[config.mk]
export PLATFORM = sky130hd
export DESIGN_NAME = clkbuz_out
export DESIGN_NICKNAME = d
export VERILOG_FILES = /design/src/rtl/clkbuz_pkg.sv /design/src/rtl/clkbuz_src_div.sv /design/src/rtl/clkbuz_chan.sv /design/src/rtl/clkbuz_out.sv
export SDC_FILE = /design/constraint.sdc
export NUM_CORES = 1
export LEC_CHECK = 0
export BUFFER_PORTS_ARGS = -buffer_cell sky130_fd_sc_hd__buf_2
export CAP_MARGIN = 20
export CORE_AREA = 2 2 52 102
export CTS_CLUSTER_SIZE = 8
export DETAILED_ROUTE_END_ITERATION = 6
export DIE_AREA = 0 0 54 104
export GPL_TIMING_DRIVEN = 0
export HOLD_SLACK_MARGIN = 0.08
export MAX_ROUTING_LAYER = met4
export PLACE_DENSITY_LB_ADDON = 0.3
export RECOVER_POWER = 100
export SLEW_MARGIN = 20
export SYNTH_ARGS = -nofsm -noshare
export SYNTH_HDL_FRONTEND = slang
export SYNTH_HIERARCHICAL = 1
export SYNTH_SLANG_ARGS = --single-unit
[constraint.sdc]
create_clock -name clk -period 4.2 [get_ports clk]
set_input_delay 0.84 -clock clk [delete_from_list [all_inputs] [get_ports clk]]
set_output_delay 0.84 -clock clk [all_outputs]
set_load 0.005 [all_outputs]
[src/rtl/clkbuz_pkg.sv]
package clkbuz_pkg;
  localparam int REG_W     = 8;
  localparam int CODE_W    = 3;
  // main ratio codes below MAIN_LOW_N map to 2^code, the rest jump by MAIN_JUMP
  localparam int MAIN_LOW_N = 5;
  localparam int MAIN_JUMP  = 6;
  localparam int SUB_W     = (1 << CODE_W) - 1;
  localparam int MAIN_W    = SUB_W + MAIN_JUMP;
  localparam int EXP_W     = $clog2(MAIN_W + 1);

  typedef struct packed {
    logic              en;
    logic [2:0]        zero;
    logic              src;
    logic [CODE_W-1:0] code;
  } ctl_reg_t;

  function automatic logic [EXP_W-1:0] main_exp(input logic [CODE_W-1:0] code);
    if (int'(code) < MAIN_LOW_N) return EXP_W'(code);
    return EXP_W'(int'(code) + MAIN_JUMP);
  endfunction
endpackage

[src/rtl/clkbuz_src_div.sv]
module clkbuz_src_div #(
  parameter int W = 7
) (
  input  logic         clk,
  input  logic         rst,
  input  logic         lvl,
  output logic         lvl_q,
  output logic [W-1:0] cnt
);
  logic rise;
  assign rise = lvl & ~lvl_q;

  always_ff @(posedge clk) begin
    if (rst) begin
      lvl_q <= 1'b0;
      cnt   <= '0;
    end else begin
      lvl_q <= lvl;
      if (rise) cnt <= cnt + 1'b1;
    end
  end
endmodule

[src/rtl/clkbuz_chan.sv]
module clkbuz_chan
  import clkbuz_pkg::*;
(
  input  logic              clk,
  input  logic              rst,
  input  logic              wr_stb,
  input  logic [REG_W-1:0]  wr_data,
  input  logic              main_lvl,
  input  logic [MAIN_W-1:0] main_cnt,
  input  logic              sub_lvl,
  input  logic [SUB_W-1:0]  sub_cnt,
  input  logic              stop_mode,
  input  logic              halt_mode,
  input  logic              cpu_on_sub,
  input  logic              sub_lp_flag,
  output ctl_reg_t          ctl,
  output logic              pin
);
  ctl_reg_t ctl_q;
  logic act_q, pin_q, act_d, tap, supp;
  logic [MAIN_W:0] main_vec;
  logic [SUB_W:0]  sub_vec;
  logic unused_hi;

  assign unused_hi = ^wr_data[6:4];
  assign main_vec  = {main_cnt, main_lvl};
  assign sub_vec   = {sub_cnt, sub_lvl};

  always_comb begin
    if (ctl_q.src) tap = sub_vec[ctl_q.code];
    else           tap = main_vec[main_exp(ctl_q.code)];
  end

  always_comb begin
    if (ctl_q.src) supp = sub_lp_flag & (stop_mode | (halt_mode & cpu_on_sub));
    else           supp = stop_mode;
  end

  always_comb begin
    if (supp)      act_d = 1'b0;
    else if (!tap) act_d = ctl_q.en;
    else           act_d = act_q;
  end

  always_ff @(posedge clk) begin
    if (rst) begin
      ctl_q <= '0;
      act_q <= 1'b0;
      pin_q <= 1'b0;
    end else begin
      if (wr_stb) begin
        ctl_q.en <= wr_data[7];
        if (!ctl_q.en && !act_q) begin
          ctl_q.src  <= wr_data[3];
          ctl_q.code <= wr_data[CODE_W-1:0];
        end
      end
      act_q <= act_d;
      pin_q <= act_d & tap;
    end
  end

  assign ctl = ctl_q;
  assign pin = pin_q;
endmodule

[src/rtl/clkbuz_out.sv]
module clkbuz_out
  import clkbuz_pkg::*;
#(
  parameter  int N_CH = 2,
  localparam int AW   = (N_CH > 1) ? $clog2(N_CH) : 1
) (
  input  logic             clk,
  input  logic             rst,
  input  logic             wr_en,
  input  logic [AW-1:0]    wr_addr,
  input  logic [REG_W-1:0] wr_data,
  input  logic [AW-1:0]    rd_addr,
  output logic [REG_W-1:0] rd_data,
  input  logic             main_clk_lvl,
  input  logic             sub_clk_lvl,
  input  logic             stop_mode,
  input  logic             halt_mode,
  input  logic             cpu_on_sub,
  input  logic             sub_lp_flag,
  output logic [N_CH-1:0]  clk_out
);
  logic              main_q, sub_q;
  logic [MAIN_W-1:0] main_cnt;
  logic [SUB_W-1:0]  sub_cnt;
  ctl_reg_t          ctl_arr [N_CH];
  logic [N_CH-1:0]   ctl_en, ctl_src;
  logic [REG_W-1:0]  rd_q;

  clkbuz_src_div #(.W(MAIN_W)) u_main_div (
    .clk(clk), .rst(rst), .lvl(main_clk_lvl), .lvl_q(main_q), .cnt(main_cnt));
  clkbuz_src_div #(.W(SUB_W)) u_sub_div (
    .clk(clk), .rst(rst), .lvl(sub_clk_lvl), .lvl_q(sub_q), .cnt(sub_cnt));

  for (genvar i = 0; i < N_CH; i++) begin : g_ch
    logic stb;
    assign stb = wr_en && (wr_addr == AW'(i));
    clkbuz_chan u_chan (
      .clk(clk), .rst(rst), .wr_stb(stb), .wr_data(wr_data),
      .main_lvl(main_q), .main_cnt(main_cnt),
      .sub_lvl(sub_q), .sub_cnt(sub_cnt),
      .stop_mode(stop_mode), .halt_mode(halt_mode),
      .cpu_on_sub(cpu_on_sub), .sub_lp_flag(sub_lp_flag),
      .ctl(ctl_arr[i]), .pin(clk_out[i]));
    assign ctl_en[i]  = ctl_arr[i].en;
    assign ctl_src[i] = ctl_arr[i].src;
  end

  always_ff @(posedge clk) begin
    if (rst)                     rd_q <= '0;
    else if (int'(rd_addr) < N_CH) rd_q <= ctl_arr[rd_addr];
    else                         rd_q <= '0;
  end
  assign rd_data = rd_q;
endmodule

==> flow_summary.toml <==
[outcome]
status = "finished clean"

[sta]
clock_skew_ns = 0.00843
finalSetupTns_ns = 0
finalSetupViolCount = 0
rsz0062_at_grt = "false"
worst_pin_slew_ns = 0.836
final_max_slew_viol_count = 0
finalHoldViolations = 0
slew_headroom = 0.441
max_clock_freq_mhz = 343
fin_crit_sh = 0.695
timing.hold.ws_ns = 0.464
period_needed_ns = 2.92

[routing]
drc = 0
ant_nets = 0
drtIter0Drc = 61
routed_wirelength_um = 6500
post_drt_wl_per_cell_um = 15.8
vias = 2436
vias_per_cell = 5.93
first_pass_iters = 4

[floorplan]
die_h_um = 104
die_x_um = 54
dieArea_mm2 = 0.00562
coreArea_mm2 = 0.00486
row_count = 36
ioPinCount = 29
start_util = 0.577

[synth]
syn-cell-area_mm2 = 0.00281
synth-edff-count = 0
async_flop_share = 0
synth_flop_cell = "dfxtp_1"
seq_area_frac_synth = 0.314
synth_cell_types = 50
synth_seq_cells = 44
syn_avg_cell_area_um2 = 8.83
yosysWarnings = 6
synthCells = 318

[layout]
area_growth_pct = 11.2
final_cell_mix = "dfxtp_1 (44), nor2_1 (38), a21oi_1 (28)"
fillers = 429
drive_gt1_frac = 0.184
nNetsFinal = 380
final_cell_area_mm2 = 0.00312
antenna_cells = 0
mostFrequentLayoutCell = "dfxtp_1"

[global_routing]
grt_pass1_wl_um = 10800
overflow = 0
grt_max_degree = 16
grt_antenna_before_repair = 0
track_usage = 0.263
grt_pass1_vias = 2382

[clock_tree]
clk_path_buf_depth = 2
cts_tree = "built"
clockRootBuffer = "clkbuf_8"
clkLatencyLatePin_ns = 0.31
cts_hold_buffers = 0
cts.sinks = 44
htree_levels = 2
clkTransAtPathRegs_ns = 0.08
cts-resized-gates = 0
postCtsSetupRepairBufs = 0
cts_buffers = 5

[critical_path]
reg2reg_from = "g_ch[0].u_chan/ctl[1]"
ff2ff_path_depth = 8
ff2ff_setup_slack_ns = 1.28
crit_type = "flip-flop to flip-flop"
cp-end-kind = "flip-flop"
r2r_end = "g_ch[0].u_chan/act_q"
cp-start-kind = "flip-flop"
crit_path_cell_trace = "inv_1 > ha_1 > o21a_4 > a221o_1 > o22ai_1 > o2bb2ai_1 > o41ai_1 > mux2i_1"
critPathMaxFanout = 10
critPathArrivalTime_ns = 3.15
crit_family = "compound AO/OA/AOI/OAI gates"
critPathSlowestCell = "dfxtp_1"
path_buf_inv = 1
required_ns = 4.43
cp_slowest_stage_delay_ns = 0.57

[place]
dpl.hpwl_um = 4930
dpl_cell_area_mm2 = 0.00301
portBuffers = 24
place_congestion = 0.906

[power]
p_per_area_mw_per_mm2 = 296
finalPower_uw = 925
worst_ir_drop_vdd_v = 0.000292
leakagePower_uw = 0.00123

[flow_run]
maxCapViolCount = 0

[hold_path]
holdPathEnd = "g_ch[0].u_chan/pin"
min_path_cells = 2
hold_path_class = "flip-flop to flip-flop"
hp-start = "g_ch[0].u_chan/act_q"
## worst min-delay path: cells and delay by family (launching register included)
kind / cells / cell delay [ns]
simple gates: 2 / 0.11
flops: 1 / 0.31
## area by class of cell
cell class	count	area, um^2	share of cell area
Clock buffer	7	96.3	0.0309
Multi-Input combinational cell	247	1740	0.558
Clock inverter	1	30.0	0.00962
Tap cell	57	71.3	0.0228
Buffer	19	139	0.0445
Timing Repair Buffer	24	116	0.0373
Sequential cell	44	881	0.282
Inverter	12	45.0	0.0144
## how the worst max path moves through the flow
| stage | start | to | slack (ns) | cells past startpoint |
|---|---|---|---|---|
| after detailed placement | g_ch[0].u_chan/ctl[1] | g_ch[0].u_chan/act_q | 1.42 | 8 |
| after global placement | g_ch[0].u_chan/ctl[1] | g_ch[0].u_chan/act_q | 1.48 | 8 |
| after CTS | g_ch[0].u_chan/ctl[1] | g_ch[0].u_chan/act_q | 1.40 | 8 |
| after floorplan | g_ch[1].u_chan/ctl[1] | g_ch[1].u_chan/act_q | 1.90 | 8 |
| final | g_ch[0].u_chan/ctl[1] | g_ch[0].u_chan/act_q | 1.28 | 8 |
| after global routing | g_ch[0].u_chan/ctl[1] | g_ch[0].u_chan/act_q | 1.04 | 8 |
## kinds of logic after synthesis
group,after synthesis,synth area share
buf+inv,31,0.0655
xor+xnor,4,0.0125
mux,30,0.127
flops,44,0.314
other cells,2,0.00267
simple gates,123,0.254
fa+ha+maj,8,0.0357
compound gates,76,0.189
## layer usage
| metal | GRT usage | wire [um] |
|---|---|---|
| met5 | - | 0 |
| met4 | 0.130 | 225 |
| met3 | 0.0359 | 138 |
| met2 | 0.475 | 3730 |
| met1 | 0.252 | 2410 |
## synthesized netlist by cell type, drive strengths merged, types with 3 or more instances
master,number,area [um^2]
a21oi,28,140
a221o,10,103
a221oi,4,35.0
buf,12,92.6
clkbuf,7,46.3
dfxtp,44,881
ha,8,100
inv,12,45.0
mux2,4,45.0
mux2i,22,220
mux4,4,90.1
nand2,13,48.8
nand2b,8,50.1
nand3,4,25.0
nand3b,15,125
nand4,4,25.0
nand4b,3,41.3
nor2,38,143
nor2b,13,86.3
nor4,6,37.5
o21a,4,45.0
o21ai,13,65.1
o22ai,4,25.0
o31ai,3,22.5
or2b,4,32.5
or3,7,46.3
or4,3,22.5
## flip-flops by register name (all words and copies together), names as in the netlist
signal / flops
u_main_div/cnt: 13
g_ch.u_chan/ctl: 10
rd_data: 8
u_sub_div/cnt: 7
g_ch.u_chan/act_q: 2
g_ch.u_chan/pin: 2
u_main_div/lvl_q: 1
u_sub_div/lvl_q: 1
## power breakdown
group          switching [uW]  internal (uW)  leakage, uW
combinational            58.8           57.4     0.000804
sequential               19.0            430     0.000358
clock                     150            210    0.0000645
## per-stage QoR
| step | setup slack [ns] | utilization | std cells |
|---|---|---|---|
| after floorplan | 1.90 | - | 322 |
| after global placement | 1.48 | 0.620 | 403 |
| after detailed placement | 1.42 | 0.620 | 403 |
| after CTS | 1.40 | 0.646 | 411 |
| after global routing | 1.04 | 0.642 | 411 |
| final | 1.28 | 0.642 | 411 |
Power figures use the tool's default switching activity.
